[config.mk]
export PLATFORM = sky130hd
export DESIGN_NAME = dram_bank_sched
export DESIGN_NICKNAME = d
export VERILOG_FILES = /design/src/rtl/dbs_pkg.sv /design/src/rtl/dbs_pick.sv /design/src/rtl/dbs_refi.sv /design/src/rtl/dbs_bank.sv /design/src/rtl/dram_bank_sched.sv
export SDC_FILE = /design/constraint.sdc
export NUM_CORES = 1
export LEC_CHECK = 0
export ABC_AREA = 1
export BUFFER_PORTS_ARGS = -buffer_cell sky130_fd_sc_hd__buf_2
export CORE_AREA = 2 2 229 231
export CTS_CLUSTER_SIZE = 12
export DETAILED_ROUTE_END_ITERATION = 10
export DIE_AREA = 0 0 231 233
export PLACE_DENSITY = 0.44
export SETUP_SLACK_MARGIN = 0.3
export SYNTH_ARGS = -nofsm -noshare
export SYNTH_HDL_FRONTEND = slang
export SYNTH_SLANG_ARGS = --single-unit
[constraint.sdc]
create_clock -name clk -period 6.7 [get_ports clk]
set_input_delay 2.01 -clock clk [delete_from_list [all_inputs] [get_ports clk]]
set_output_delay 2.01 -clock clk [all_outputs]
set_load 0.01 [all_outputs]
[src/rtl/dbs_pkg.sv]
package dbs_pkg;

  localparam logic [2:0] OP_NOP = 3'd0;
  localparam logic [2:0] OP_ACT = 3'd1;
  localparam logic [2:0] OP_RD  = 3'd2;
  localparam logic [2:0] OP_WR  = 3'd3;
  localparam logic [2:0] OP_PRE = 3'd4;
  localparam logic [2:0] OP_REF = 3'd5;

  function automatic int imax(input int a, input int b);
    return (a > b) ? a : b;
  endfunction

endpackage

[src/rtl/dbs_pick.sv]
module dbs_pick #(
  parameter int N  = 8,
  parameter int IW = 3
) (
  input  logic [N-1:0]  req,
  output logic          found,
  output logic [IW-1:0] idx
);

  // lowest index wins
  always_comb begin
    found = 1'b0;
    idx   = '0;
    for (int i = N - 1; i >= 0; i--) begin
      if (req[i]) begin
        found = 1'b1;
        idx   = IW'(i);
      end
    end
  end

endmodule

[src/rtl/dbs_refi.sv]
module dbs_refi #(
  parameter int T_REFI     = 6240,
  parameter int T_REFI_HOT = 3120
) (
  input  logic clk,
  input  logic rst_n,
  input  logic hot,
  input  logic clr,
  output logic due
);

  localparam int RW = $clog2(T_REFI + 1);
  localparam logic [RW-1:0] SAT     = RW'(T_REFI);
  localparam logic [RW-1:0] LIM_N   = RW'(T_REFI - 1);
  localparam logic [RW-1:0] LIM_HOT = RW'(T_REFI_HOT - 1);

  logic [RW-1:0] cnt_q, cnt_d;
  logic          cnt_en;

  always_comb begin
    cnt_en = clr || (cnt_q != SAT);
    cnt_d  = clr ? '0 : cnt_q + RW'(1);
  end

  always_ff @(posedge clk or negedge rst_n) begin
    if (!rst_n)      cnt_q <= '0;
    else if (cnt_en) cnt_q <= cnt_d;
  end

  assign due = cnt_q >= (hot ? LIM_HOT : LIM_N);

  assert_due_clears_R7: assert property (@(posedge clk) disable iff (!rst_n)
    clr |=> !due);

  assert_due_sticky_R7: assert property (@(posedge clk) disable iff (!rst_n)
    (due && !clr && !hot) |=> due);

endmodule

[src/rtl/dbs_bank.sv]
module dbs_bank #(
  parameter int CW    = 8,
  parameter int T_RCD = 11,
  parameter int T_RP  = 11,
  parameter int T_RC  = 39,
  parameter int T_RAS = 28,
  parameter int T_RFC = 208,
  parameter int T_BL8 = 4,
  parameter int T_BL4 = 2
) (
  input  logic clk,
  input  logic rst_n,
  input  logic do_act,
  input  logic do_col,
  input  logic col_ap,
  input  logic col_bc,
  input  logic do_pre,
  input  logic do_ref,
  output logic is_open,
  output logic act_ok,
  output logic col_ok,
  output logic pre_ok
);

  localparam logic [CW-1:0] L_RCD = CW'(T_RCD - 1);
  localparam logic [CW-1:0] L_RP  = CW'(T_RP - 1);
  localparam logic [CW-1:0] L_RC  = CW'(T_RC - 1);
  localparam logic [CW-1:0] L_RAS = CW'(T_RAS - 1);
  localparam logic [CW-1:0] L_RFC = CW'(T_RFC - 1);
  localparam logic [CW-1:0] L_B8  = CW'(T_BL8 - 1);
  localparam logic [CW-1:0] L_B4  = CW'(T_BL4 - 1);
  localparam logic [CW-1:0] L_A8  = CW'(T_BL8 + T_RP - 1);
  localparam logic [CW-1:0] L_A4  = CW'(T_BL4 + T_RP - 1);

  logic          open_q, open_d;
  logic [CW-1:0] rcd_q, rcd_d, act_q, act_d, pre_q, pre_d;
  logic          upd;

  function automatic logic [CW-1:0] mx(input logic [CW-1:0] a, input logic [CW-1:0] b);
    return (a > b) ? a : b;
  endfunction

  always_comb begin
    open_d = open_q;
    rcd_d  = (rcd_q != '0) ? rcd_q - CW'(1) : rcd_q;
    act_d  = (act_q != '0) ? act_q - CW'(1) : act_q;
    pre_d  = (pre_q != '0) ? pre_q - CW'(1) : pre_q;
    if (do_act) begin
      open_d = 1'b1;
      rcd_d  = L_RCD;
      act_d  = mx(act_d, L_RC);
      pre_d  = mx(pre_d, L_RAS);
    end
    if (do_col) begin
      pre_d = mx(pre_d, col_bc ? L_B4 : L_B8);
      if (col_ap) begin
        open_d = 1'b0;
        act_d  = mx(act_d, col_bc ? L_A4 : L_A8);
      end
    end
    if (do_pre && open_q) begin
      open_d = 1'b0;
      act_d  = mx(act_d, L_RP);
    end
    if (do_ref) begin
      act_d = mx(act_d, L_RFC);
    end
  end

  assign upd = do_act || do_col || do_pre || do_ref ||
               (rcd_q != '0) || (act_q != '0) || (pre_q != '0);

  always_ff @(posedge clk or negedge rst_n) begin
    if (!rst_n) begin
      open_q <= 1'b0;
      rcd_q  <= '0;
      act_q  <= '0;
      pre_q  <= '0;
    end else if (upd) begin
      open_q <= open_d;
      rcd_q  <= rcd_d;
      act_q  <= act_d;
      pre_q  <= pre_d;
    end
  end

  assign is_open = open_q;
  assign act_ok  = (act_q == '0);
  assign col_ok  = (rcd_q == '0);
  assign pre_ok  = (pre_q == '0);

  assert_act_closed_R6: assert property (@(posedge clk) disable iff (!rst_n)
    do_act |-> !open_q);

  assert_act_spacing_R3: assert property (@(posedge clk) disable iff (!rst_n)
    do_act |-> (act_q == '0));

  assert_col_spacing_R2: assert property (@(posedge clk) disable iff (!rst_n)
    do_col |-> (open_q && rcd_q == '0));

  assert_pre_spacing_R4: assert property (@(posedge clk) disable iff (!rst_n)
    do_pre |-> (pre_q == '0));

  assert_ap_closes_R5: assert property (@(posedge clk) disable iff (!rst_n)
    (do_col && col_ap) |=> !open_q);

  assert_ref_closed_R9: assert property (@(posedge clk) disable iff (!rst_n)
    do_ref |-> (!open_q && act_q == '0));

endmodule

[src/rtl/dram_bank_sched.sv]
module dram_bank_sched #(
  parameter int N_BANK     = 8,
  parameter int ROW_W      = 16,
  parameter int AP_BIT     = 10,
  parameter int BC_BIT     = 12,
  parameter int T_RCD      = 11,
  parameter int T_RP       = 11,
  parameter int T_RC       = 39,
  parameter int T_RAS      = 28,
  parameter int T_RFC      = 208,
  parameter int T_BL8      = 4,
  parameter int T_BL4      = 2,
  parameter int T_REFI     = 6240,
  parameter int T_REFI_HOT = 3120,
  localparam int BA_W      = $clog2(N_BANK)
) (
  input  logic             clk,
  input  logic             rst_n,
  input  logic             temp_hot,
  input  logic             req_valid,
  input  logic [2:0]       req_op,
  input  logic [BA_W-1:0]  req_bank,
  input  logic [ROW_W-1:0] req_addr,
  output logic             req_ready,
  output logic             req_err,
  output logic             refresh_due,
  output logic             cmd_valid,
  output logic [2:0]       cmd_op,
  output logic [BA_W-1:0]  cmd_bank,
  output logic [ROW_W-1:0] cmd_addr
);

  import dbs_pkg::*;

  localparam int T_MAX = imax(imax(imax(T_RCD, T_RC), imax(T_RAS, T_RFC)),
                              T_RP + imax(T_BL8, T_BL4));
  localparam int CW    = $clog2(T_MAX + 1);

  // reset: asserted asynchronously, released on a clock edge
  logic rst_m_q, rst_s_q;
  always_ff @(posedge clk or negedge rst_n) begin
    if (!rst_n) begin
      rst_m_q <= 1'b0;
      rst_s_q <= 1'b0;
    end else begin
      rst_m_q <= 1'b1;
      rst_s_q <= rst_m_q;
    end
  end

  logic [N_BANK-1:0] open_v, act_ok_v, col_ok_v, pre_ok_v;
  logic [N_BANK-1:0] do_act, do_col, do_pre;
  logic              any_open, all_act_ok;
  logic              drain_found;
  logic [BA_W-1:0]   drain_idx;
  logic              ref_due;

  logic              iss, err_d;
  logic [2:0]        iss_op;
  logic [BA_W-1:0]   iss_bank;
  logic [ROW_W-1:0]  iss_addr;
  logic              iss_ref;

  assign any_open   = |open_v;
  assign all_act_ok = &act_ok_v;
  assign iss_ref    = iss && (iss_op == OP_REF);

  generate
    for (genvar gi = 0; gi < N_BANK; gi++) begin : g_bank
      assign do_act[gi] = iss && (iss_op == OP_ACT) && (iss_bank == BA_W'(gi));
      assign do_col[gi] = iss && ((iss_op == OP_RD) || (iss_op == OP_WR)) &&
                          (iss_bank == BA_W'(gi));
      assign do_pre[gi] = iss && (iss_op == OP_PRE) && (iss_bank == BA_W'(gi));

      dbs_bank #(
        .CW(CW), .T_RCD(T_RCD), .T_RP(T_RP), .T_RC(T_RC), .T_RAS(T_RAS),
        .T_RFC(T_RFC), .T_BL8(T_BL8), .T_BL4(T_BL4)
      ) u_bank (
        .clk     (clk),
        .rst_n   (rst_s_q),
        .do_act  (do_act[gi]),
        .do_col  (do_col[gi]),
        .col_ap  (iss_addr[AP_BIT]),
        .col_bc  (iss_addr[BC_BIT]),
        .do_pre  (do_pre[gi]),
        .do_ref  (iss_ref),
        .is_open (open_v[gi]),
        .act_ok  (act_ok_v[gi]),
        .col_ok  (col_ok_v[gi]),
        .pre_ok  (pre_ok_v[gi])
      );
    end
  endgenerate

  dbs_pick #(.N(N_BANK), .IW(BA_W)) u_drain (
    .req   (open_v & pre_ok_v),
    .found (drain_found),
    .idx   (drain_idx)
  );

  dbs_refi #(.T_REFI(T_REFI), .T_REFI_HOT(T_REFI_HOT)) u_refi (
    .clk   (clk),
    .rst_n (rst_s_q),
    .hot   (temp_hot),
    .clr   (iss_ref),
    .due   (ref_due)
  );

  // command decision
  always_comb begin
    iss       = 1'b0;
    iss_op    = OP_NOP;
    iss_bank  = req_bank;
    iss_addr  = req_addr;
    req_ready = 1'b0;
    err_d     = 1'b0;
    if (ref_due) begin
      iss_addr = '0;
      if (!any_open) begin
        if (all_act_ok) begin
          iss    = 1'b1;
          iss_op = OP_REF;
        end
      end else if (drain_found) begin
        iss      = 1'b1;
        iss_op   = OP_PRE;
        iss_bank = drain_idx;
      end
    end else if (req_valid) begin
      case (req_op)
        OP_NOP: req_ready = 1'b1;
        OP_ACT: begin
          if (open_v[req_bank]) begin
            req_ready = 1'b1;
            err_d     = 1'b1;
          end else if (act_ok_v[req_bank]) begin
            req_ready = 1'b1;
            iss       = 1'b1;
            iss_op    = OP_ACT;
          end
        end
        OP_RD, OP_WR: begin
          if (!open_v[req_bank]) begin
            req_ready = 1'b1;
            err_d     = 1'b1;
          end else if (col_ok_v[req_bank]) begin
            req_ready = 1'b1;
            iss       = 1'b1;
            iss_op    = req_op;
          end
        end
        OP_PRE: begin
          if (pre_ok_v[req_bank]) begin
            req_ready = 1'b1;
            iss       = 1'b1;
            iss_op    = OP_PRE;
          end
        end
        OP_REF: begin
          if (any_open) begin
            req_ready = 1'b1;
            err_d     = 1'b1;
          end else if (all_act_ok) begin
            req_ready = 1'b1;
            iss       = 1'b1;
            iss_op    = OP_REF;
          end
        end
        default: begin
          req_ready = 1'b1;
          err_d     = 1'b1;
        end
      endcase
    end
  end

  // registered command bus
  logic             cmd_valid_q, err_q;
  logic [2:0]       cmd_op_q;
  logic [BA_W-1:0]  cmd_bank_q;
  logic [ROW_W-1:0] cmd_addr_q;

  always_ff @(posedge clk or negedge rst_s_q) begin
    if (!rst_s_q) begin
      cmd_valid_q <= 1'b0;
      err_q       <= 1'b0;
    end else begin
      cmd_valid_q <= iss;
      err_q       <= err_d;
    end
  end

  always_ff @(posedge clk or negedge rst_s_q) begin
    if (!rst_s_q) begin
      cmd_op_q   <= OP_NOP;
      cmd_bank_q <= '0;
      cmd_addr_q <= '0;
    end else if (iss) begin
      cmd_op_q   <= iss_op;
      cmd_bank_q <= iss_bank;
      cmd_addr_q <= iss_addr;
    end
  end

  assign cmd_valid   = cmd_valid_q;
  assign cmd_op      = cmd_op_q;
  assign cmd_bank    = cmd_bank_q;
  assign cmd_addr    = cmd_addr_q;
  assign req_err     = err_q;
  assign refresh_due = ref_due;

  assert_due_blocks_R8: assert property (@(posedge clk) disable iff (!rst_s_q)
    ref_due |-> !req_ready);

  assert_ref_all_closed_R8: assert property (@(posedge clk) disable iff (!rst_s_q)
    iss_ref |-> !any_open);

  assert_one_bank_cmd_R1: assert property (@(posedge clk) disable iff (!rst_s_q)
    $onehot0(do_act | do_col | do_pre));

  assert_err_no_cmd_R6: assert property (@(posedge clk) disable iff (!rst_s_q)
    req_err |-> !cmd_valid);

endmodule

== Word-level counts from Yosys, hierarchy flattened ==
Cells that the tools add are included.

* Bits of input ports: 26
* Output and inout bits: 26
* Register bits after elaboration: 239
* Logic and storage cells: 526

* Multiplexer cells: 236
* Bitwise logic cells: 1
* Add/subtract/negate cells: 25
* Equality and inequality tests: 18
* $lt $le $gt $ge: 50
* Reductions and logical operators: 156

{| class="wikitable"
|+ Operator list
! kind !! number
|-
| two-way mux 8 bit || 136
|-
| zero test 8 bit || 24
|-
| nonzero test 8 bit || 24
|-
| subtractor 8 x 1 -> 8 bit (second input constant) || 24
|-
| two-way mux 1 bit || 67
|-
| greater-than comparator 8 x 4 -> 1 bit (second input constant) || 8
|-
| greater-than comparator 8 x 5 -> 1 bit (second input constant) || 8
|-
| greater-than comparator 8 x 6 -> 1 bit (second input constant) || 8
|-
| greater-than comparator 8 bit (second input constant) || 8
|-
| two-way mux 3 bit || 20
|-
| logical OR 1 bit || 50
|-
| greater-than comparator 8 bit || 6
|-
| greater-than comparator 8 x 2 -> 1 bit || 5
|-
| greater-than comparator 8 x 4 -> 1 bit || 5
|-
| logical AND 1 bit || 36
|-
| two-way mux 13 bit || 2
|-
| equality test 3 bit (second input constant) || 8
|-
| equality test 3 x 2 -> 1 bit (second input constant) || 6
|-
| two-way mux 16 bit || 1
|-
| AND reduction 2 bit || 8
|-
| nonzero test 2 bit || 8
|-
| adder 13 x 1 -> 13 bit (second input constant) || 1
|-
| greater-or-equal comparator 13 bit || 1
|-
| inequality test 13 bit (second input constant) || 1
|-
| other kinds (11) || 21
|}

== Logic depth before layout (Yosys ltp) ==
Gate-level depths: netlist of the first run.

* Depth in word-level cells: 27
* Depth in mapped cells: 30
* Mapped depth without buffers: 30

== Cells and area by module ==
A second synthesis of the first run with hierarchy kept.

* Cells, all modules: 2695
* Area, all modules: 18076.1 um^2

{| class="wikitable"
|+ By module, submodules not included
! module !! seq. area each (um^2) !! area each (um^2) !! cells an instance !! times used
|-
| dbs_bank (g_bank[0].u_bank ...) || 625.6 || 1881.8 || 280 || 7
|-
| dram_bank_sched || 650.6 || 2042.0 || 320 || 1
|-
| dbs_bank (g_bank[4].u_bank) || 625.6 || 1826.8 || 259 || 1
|-
| dbs_refi || 325.3 || 935.9 || 134 || 1
|-
| dbs_pick || 0.0 || 98.8 || 22 || 1
|}

== Least setup slack after synthesis of the first run ==
Ideal clock, no wire load.

* Path kind: input-to-output
* Start: in temp_hot
* End: out req_ready
* Path slack: 1.481 ns
* Cell stages on the path: 9
* Arrival: 3.209 ns
* Cell sequence: inv_1 -> ha_1 -> a21oi_1 -> o21bai_1 -> a21oi_2 -> nand3_4 -> inv_2 -> nand2_2 -> nor2_1

* Cells in the longest elaborated chain, start to end: 3

{| class="wikitable"
|+ Ends and longest elaborated chain
! what !! line !! RTL
|-
| start, declared || dram_bank_sched.sv:19 || <nowiki>input logic temp_hot,</nowiki>
|-
| two-way mux 13 bit || dbs_refi.sv:30 || <nowiki>assign due = cnt_q >= (hot ? LIM_HOT : LIM_N);</nowiki>
|-
| greater-or-equal comparator 13 bit || dbs_refi.sv:30 ||
|-
| named net refresh_due || dram_bank_sched.sv:26 || <nowiki>output logic refresh_due,</nowiki>
|-
| two-way mux 1 bit || dram_bank_sched.sv:117 || <nowiki>if (ref_due) begin</nowiki>
|-
| end, declared || dram_bank_sched.sv:24 || <nowiki>output logic req_ready,</nowiki>
|}

The timed path passes the listed nets, and every way through them passes these cells.

== Worst setup path after layout of the first run ==
* Start: in temp_hot
* End: out req_ready

* Cells in the longest elaborated chain, start to end: 3

{| class="wikitable"
|+ Ends and longest elaborated chain
! what !! line
|-
| two-way mux 13 bit || dbs_refi.sv:30
|-
| greater-or-equal comparator 13 bit || dbs_refi.sv:30
|-
| two-way mux 1 bit || dram_bank_sched.sv:117
|}

Every way passes these cells.

==> results.md, run 1 <==
Run status:
- The flow ran to the end, and the final reports show no timing, DRC or antenna violations.

Setup path:
- The startpoint identified for the worst register-to-register timing path is g_bank[3].u_bank.act_q[1].
- The data arrival time of the critical path is 3.71 ns.
- The worst setup path is captured at an output port.
- The worst setup path is of the in -> out kind.
- In this run the critical register-to-register path is captured at g_bank[1].u_bank.act_q[2].
- The register-to-register setup slack is 2.30 ns.
- STA classifies the critical path startpoint as an input port.
- The endpoint of the most critical setup path is req_ready.
- The required time of the critical path is 4.69 ns.
- The start point of the critical path is temp_hot.
- The number of cells on the worst reg-to-reg path is 26.
- Of all nets on the critical path, the largest fanout is 8.

Drt:
- The routed wire length is 45,900 µm.
- After detailed routing, the number of remaining DRC violations is 0.
- The routed layout has 14,250 vias.
- The number of vias per cell is 4.78.
- The number of iterations in the first detailed-routing pass is 5.
- Dividing the detail-routed wire length by the instance count gives 15.4 µm.
- Wire segments on met2 add up to 20,800 µm in the final route.
- The wire length on met3 is 1870 µm.
- After detailed routing, the wire length on met1 is 21,900 µm.
- Once detail routing completed, the nets flagged for antenna violations numbered 0.
- The number of DRC violations after detailed-routing iteration 0 is 1,001.
- The highest routed metal layer is met5.

Power and ir drop:
- Of the total power, registers draw 39.6%.
- The cell leakage power is 0.00900 µW.
- The part of the total power dissipated in the clock network is 30.0%.
- The switching power of the nets is 1960 µW.
- Combinational cells account for 30.4% of the total power.
- The maximum ir drop on the vdd rail is 146 µV.
- The power density relative to cell area is 300 nW/µm².
- The internal power is 3390 µW.
- In this run switching power makes up 36.7% of total power.

Clock tree:
- The clock latency of the later-clocked register in the worst-skew pair is 0.61 ns.
- The clock drives 239 sinks.
- The master cell of the clock root buffer is sky130_fd_sc_hd__clkbuf_16.
- Counting the buffers created by CTS gives 31.
- The number of buffers between clock root and the deepest sink is 3.
- The deepest level of the CTS H-tree is 1.
- Once the clock tree was built, the setup fixing pass inserted 0 buffers.
- The quantity of gates resized following cts is 0.
- The quantity of hold-fixing buffers added after cts is 0.
- The CTS tree is built.
- After clock tree synthesis, the clock-pin slew on the worst setup and hold paths is 0.06 ns.

Timing:
- The number of setup violations in the final report is 0.
- The final count of hold timing violations is 0.
- The maximum clock skew at final layout is 0.0410 ns.
- The setup TNS is 0 ns.
- Setup repair after global routing left no endpoint under its margin.
- The relative slew slack is 35.2%.
- The highest achievable clock rate is 175 MHz.
- The final critical path takes up 85.4% of the cycle.
- The max-slew violation count is 0.
- The slew at the pin with the worst max-slew slack is 0.972 ns.
- The final critical-path required period is 5.72 ns.

Worst hold path:
- The worst hold path belongs to the class reg -> reg.
- The source of the worst hold timing path is rst_m_q.

Final layout:
- At the end of the flow, the number of nets in the layout was 2,360.
- The post-route netlist has 11.5% of its cells at a drive strength greater than 1.
- The share of the core filled with cells is 34.9%.
- The final-layout fill cell count is 5,436.
- From synthesis to final layout, the design area changed by 13.4%.
- The number of antenna diodes in the final layout is 0.

Logic synthesis:
- The commonest register cell after synthesis is sky130_fd_sc_hd__dfrtp_1.
- The share of the Yosys chip area taken by registers is 38.1%.
- Yosys mapped a number of flops with a built-in enable equal to 0.
- Summed over its instances, the top area cell type makes up 38.1% of the synthesized netlist area.
- The count of state elements after synthesis is 239.
- The number of nets in the synthesized netlist is 2,282.
- The count of warnings emitted by yosys is 0.
- The number of standard cells after synthesis is 2,201.
- A synthesized cell averages 7.14 µm².
- Counting instances in the post-synthesis netlist gives the leading cell types as sky130_fd_sc_hd__nand2_1, sky130_fd_sc_hd__inv_1, sky130_fd_sc_hd__nor2_1.
- The cell with the most instances after synthesis is sky130_fd_sc_hd__nand2_1.
- The area of the mapped netlist is 15,700 µm².
- The leading area contributor after synthesis is sky130_fd_sc_hd__dfrtp_1.
- The number of unique standard cell types used by synthesis is 62.
- Sorting the synthesized cells by area gives the leading types as sky130_fd_sc_hd__dfrtp_1, sky130_fd_sc_hd__nand2_1, sky130_fd_sc_hd__inv_1.
- Counting flops with an async set or reset pin after synthesis yields a share of 100%.

Placement:
- At the end of routability-driven placement, the weighted congestion stood at 0.883.
- Port buffering added 51 buffers.
- The half-perimeter wire length after detailed placement is 34,900 µm.

Floorplan:
- The top-level port count is 52.
- The area inside the core boundary is 51,100 µm².
- The floorplan step set the die width to 231 µm.
- The effective utilization at floorplan is 30.7%.
- In this run the core area contains 83 standard-cell rows.
- The height of the chip is 233 µm.
- The die footprint is 53,800 µm².

Global route:
- The wire length of the first global-routing pass is 74,100 µm.
- The aggregate global-route resource usage is 17.2%.
- The number of global-route vias before repair is 13,994.
- The initial antenna violation count is 2.
- The largest net degree at the start of global routing is 108.
- The global route total overflow is 0.

Run:
- Across the run, the number of max-cap violations was 0.
[cells by family (layout without fill, tap and decap cells)]
kind of cell,count (synthesis),in the layout,synth area share (%)
other,1,1,0.0239
AO/OA/AOI/OAI,314,314,11.1
buffers and inverters,384,484,9.33
AND/OR/NAND/NOR,1161,1161,34.5
XOR/XNOR,47,47,2.62
adder cells (fa/ha/maj),55,55,4.38
flip-flops,239,239,38.1
[through the flow]
stage	std cells	worst slack, ns	hold slack, ns	cell area [µm²]	total power, µW
final	2981	0.976	0.350	17800	5350
after global routing	2981	0.768	0.350	17800	5790
after CTS	2981	0.953	0.349	17800	5420
after detailed placement	2926	0.931	0.336	16800	3760
after global placement	2926	0.978	0.333	16800	3760
after floorplan	2201	1.48	0.331	15700	3320
[sequential cells by signal (all words and copies together), names as in the netlist, 3 cells and up]
| register | count |
|---|---|
| g_bank.u_bank.act_q | 64 |
| g_bank.u_bank.pre_q | 64 |
| g_bank.u_bank.rcd_q | 64 |
| cmd_addr | 16 |
| u_refi.cnt_q | 13 |
| g_bank.u_bank.is_open | 8 |
| cmd_bank | 3 |
| cmd_op | 3 |
[power groups by stage]
| stage | Combinational (µW) | Sequential [µW] | Clock (µW) |
|---|---|---|---|
| finish | 1630 | 2120 | 1600 |
| global route | 1890 | 2180 | 1720 |
| CTS | 1640 | 2120 | 1670 |
| detailed placement | 1630 | 2140 | 0 |
| global placement | 1620 | 2140 | 0 |
| floorplan | 1210 | 2110 | 0 |
[layout by cell type (no fill, tap or decap), drive strengths merged, types with 7 or more instances in the layout]
cell type	n
a21oi	118
a31oi	9
buf	66
clkbuf	50
clkinv	7
dfrtp	239
ha	55
inv	360
nand2	487
nand3	196
nand4	36
nor2	301
nor3	75
nor4	17
o211ai	10
o21ai	136
or2	34
xnor2	15
xor2	32
[worst min-delay path by stage]
stage	cells after the start	endpoint	slack (ns)
finish	0	rst_s_q	0.35
floorplan	0	rst_s_q	0.33
detailed placement	0	rst_s_q	0.34
global route	0	rst_s_q	0.35
global placement	0	rst_s_q	0.33
CTS	0	rst_s_q	0.35
[metal layers]
metal  vias to the layer above  global-route usage, %
met1                      6617                   23.2
met5                         -                      0
met2                       249                   28.7
met4                         2                   5.71
met3                        77                   2.12
li1                       7305                      -
[worst max-delay path, cell delays in order]
cell and delay [ns]:
sky130_fd_sc_hd__buf_2 0.12, sky130_fd_sc_hd__inv_1 0.07, sky130_fd_sc_hd__ha_1 0.32, sky130_fd_sc_hd__a21oi_1 0.14, sky130_fd_sc_hd__o21bai_1 0.09, sky130_fd_sc_hd__a21oi_2 0.16, sky130_fd_sc_hd__nand3_4 0.18, sky130_fd_sc_hd__inv_2 0.11
sky130_fd_sc_hd__nand2_2 0.10, sky130_fd_sc_hd__nor2_1 0.23, sky130_fd_sc_hd__buf_2 0.18
[cell type report]
cell class | count | area (µm²) | area share [%]
clock buffer | 50 | 927 | 5.20
clock inverter | 5 | 42.5 | 0.239
inverter | 363 | 1370 | 7.68
multi-input combinational | 1578 | 8270 | 46.4
sequential | 239 | 5980 | 33.6
tap | 680 | 851 | 4.77
timing repair buffer | 66 | 380 | 2.13
Note: power is estimated with default switching activity, not from simulation.
==> run 2, diff against run 1 <==
Settings changed: PLACE_DENSITY 0.44 to default.
==> run 2 against run 1 <==
Die area did not move. Critical path type unchanged. Wire length fell by 6.2%. Combinational power barely moved. Core utilization barely moved. Count of clock-buffer cells in the layout fell by 8.
==> results.md, run 2 (synthesis gave the netlist of run 1 again) <==
Timing:
- The clock arrives with 0.0142 ns of skew.
- Setup repair after global routing left no endpoint under its margin.
- The worst-case hold slack is 0.349 ns.
- The slew at the pin with the worst max-slew slack is 0.925 ns.
- The final critical-path required period is 5.73 ns.
- Static timing analysis puts the maximum clock frequency at 175 MHz.
- The relative slew slack is 38.2%.
- The setup TNS is 0 ns.
- Setup violations remaining at the end of the flow were counted as 0.
- The final count of hold timing violations is 0.
- The final critical path takes up 85.5% of the cycle.
- The max-slew violation count is 0.

Floorplan:
- The die extent in x is 231 µm.
- The die is 233 µm tall.
- Once the floorplan was initialized, standard cells occupied 30.7% of the core.
- The area inside the core boundary is 51,100 µm².
- After floorplanning, the core was divided into 83 placement rows.
- The top-level port count is 52.
- The die footprint is 53,800 µm².

Power and ir drop:
- Summed over all cells, the static leakage comes to 0.00899 µW.
- The maximum ir drop on the vdd rail is 208 µV.
- The power density relative to cell area is 301 nW/µm².

Final layout:
- The area growth from synthesis to final layout is 13.3%.
- The sequential standard cell area is 5980 µm².
- The area used by multi-input combinational logic is 8270 µm².
- The share of post-route cells with drive strength above 1 is 11.6%.
- The largest registers in the layout are g_bank.u_bank.act_q: 64 flops, g_bank.u_bank.pre_q: 64 flops, g_bank.u_bank.rcd_q: 64 flops.
- In the layout the commonest cells are sky130_fd_sc_hd__nand2_1, sky130_fd_sc_hd__inv_1, sky130_fd_sc_hd__nor2_1.
- After filler insertion, the fill cell instance count of the layout stands at 5,408.
- In the final design database the tool counted 2,356 nets.
- Leaving out fill and tap cells, the most frequent cell in the layout is sky130_fd_sc_hd__nand2_1.

Clock tree:
- After clock tree synthesis, the clock-pin slew on the worst setup and hold paths is 0.06 ns.
- The number of buffers between clock root and the deepest sink is 3.
- TritonCTS built the clock tree.
- CTS built an H-tree with a depth of 1.
- At the later pin of the worst-skew pair, clock insertion delay measures 0.58 ns.
- The quantity of hold-fixing buffers added after cts is 0.
- The total clock sinks is 239.
- After clock tree synthesis, the setup repair step added 0 buffers.
- Clock tree synthesis selected as its root buffer the cell sky130_fd_sc_hd__clkbuf_16.
- The quantity of gates resized following cts is 0.
- The number of buffers created by CTS is 30.

Drt:
- In this run, the number of DRC markers left after iteration 0 of detailed routing was 986.
- In this run the top signal layer used is met5.
- Summing over every cut layer, the via total after detailed routing is 14,576.
- The antenna violation net count after detailed routing is 0.
- The number of iterations in the first detailed-routing pass is 7.
- The number of vias per cell is 4.89.
- In the final routed layout, each cell accounts on average for 14.5 µm.
- The wire length on met3 is 2360 µm.
- The final layout contains routed wiring with a total length of 43,100 µm.
- The sum of met2 wire segment lengths after detailed routing is 19,900 µm.
- After detailed routing, the number of remaining DRC violations is 0.
- The wire length on met1 is 19,400 µm.

Worst hold path:
- The path with the worst hold slack has its endpoint at rst_s_q.
- The worst hold path was traced through 0 stages.
- In this run the worst hold path is classified as reg -> reg.
- The source of the worst hold timing path is rst_m_q.

Setup path:
- The capturing point of the worst reg2reg path is g_bank[1].u_bank.act_q[3].
- The setup check on the worst reg-to-reg path leaves a slack of 2.24 ns.
- The critical path class is in -> out.
- The sort of element at the end of the critical path is an output port.
- STA puts the critical path data required time at 4.69 ns.
- For the worst setup path, the data arrival time is 3.72 ns.
- The number of cells on the worst reg-to-reg path is 24.
- The launching element type of the critical path is an input port.
- In this run the worst path has a maximum fanout of 17.
- The worst register-to-register path begins at g_bank[2].u_bank.rcd_q[0].

Global route:
- The wire length of the first global-routing pass is 71,200 µm.
- The number of global-route vias before repair is 14,177.
- The aggregate global-route resource usage is 16.1%.
- The initial antenna violation count is 5.
- Entering global routing, the biggest net connects 73 pins.
- The global route total overflow is 0.

Run status:
- The run finished with clean final reports.

Placement:
- Buffers placed on the I/O ports in this run total 51.
- Once detailed placement completed, the half-perimeter wirelength came to 32,300 µm.
- The congestion estimate from routability-driven global placement came to 0.908.

Run:
- Across the run, the number of max-cap violations was 0.
-- run 2: cell count changes in the layout (fill, tap and decap cells not counted), moves of 2 or more --
cell / before / now
sky130_fd_sc_hd__clkinv_2: 4 / 7
sky130_fd_sc_hd__bufinv_16: 0 / 2
sky130_fd_sc_hd__clkbuf_1: 11 / 6
sky130_fd_sc_hd__diode_2: 0 / 2
sky130_fd_sc_hd__clkbuf_8: 8 / 6
sky130_fd_sc_hd__buf_4: 14 / 12
-- run 2: power by group --
part	leakage, µW	switching, µW	total [µW]	internal [µW]
Sequential	0.00281	307	2130	1820
Combinational	0.00570	987	1610	627
Clock	0.000483	658	1620	964
Total	0.00899	1950	5360	3410
-- run 2: worst max-delay path by stage --
| stage | start | endpoint | slack [ns] | cells after the start |
|---|---|---|---|---|
| after detailed placement | temp_hot | g_bank[1].u_bank.act_q[3] | 0.99 | 25 |
| after global routing | req_bank[0] | req_ready | 0.80 | 13 |
| after global placement | req_bank[0] | req_ready | 1.06 | 13 |
| after CTS | req_bank[0] | req_ready | 0.99 | 13 |
| after floorplan | temp_hot | req_ready | 1.48 | 9 |
| final | req_bank[0] | req_ready | 0.97 | 11 |
-- run 2: critical path, stage by stage --
cell,delay [ns]
sky130_fd_sc_hd__buf_2,0.35
sky130_fd_sc_hd__inv_2,0.22
sky130_fd_sc_hd__nand3_1,0.18
sky130_fd_sc_hd__nand3_1,0.12
sky130_fd_sc_hd__nand3_1,0.11
sky130_fd_sc_hd__nand2_1,0.13
sky130_fd_sc_hd__o21ai_0,0.19
sky130_fd_sc_hd__nand4_1,0.11
sky130_fd_sc_hd__nor2_1,0.10
sky130_fd_sc_hd__nor2_1,0.04
sky130_fd_sc_hd__buf_2,0.15
-- run 2: layout make-up --
type | count | share of cell area [%]
flip-flops and latches | 239 | 33.6
inverters | 363 | 7.69
repair buffers | 63 | 1.94
multi-input cells | 1578 | 46.4
well taps | 680 | 4.78
clock buffers | 42 | 4.81
clock inverters | 12 | 0.731
diodes | 2 | 0.0281
-- run 2: per-layer routing --
metal  up-vias  GRT usage [%]
li1       7305              -
met1      6832           21.0
met2       350           27.2
met3        85           2.63
met4         4           5.40
met5         -              0
-- run 2: through the flow --
stage	power (µW)	std cells	cell area (µm²)	setup WS, ns	util, %
CTS	5410	2977	17800	0.991	34.8
floorplan	3320	2201	15700	1.48	-
finish	5360	2979	17800	0.971	34.8
global route	5780	2979	17800	0.797	34.8
detailed placement	3750	2923	16800	0.990	32.9
global placement	3700	2923	16800	1.06	32.9
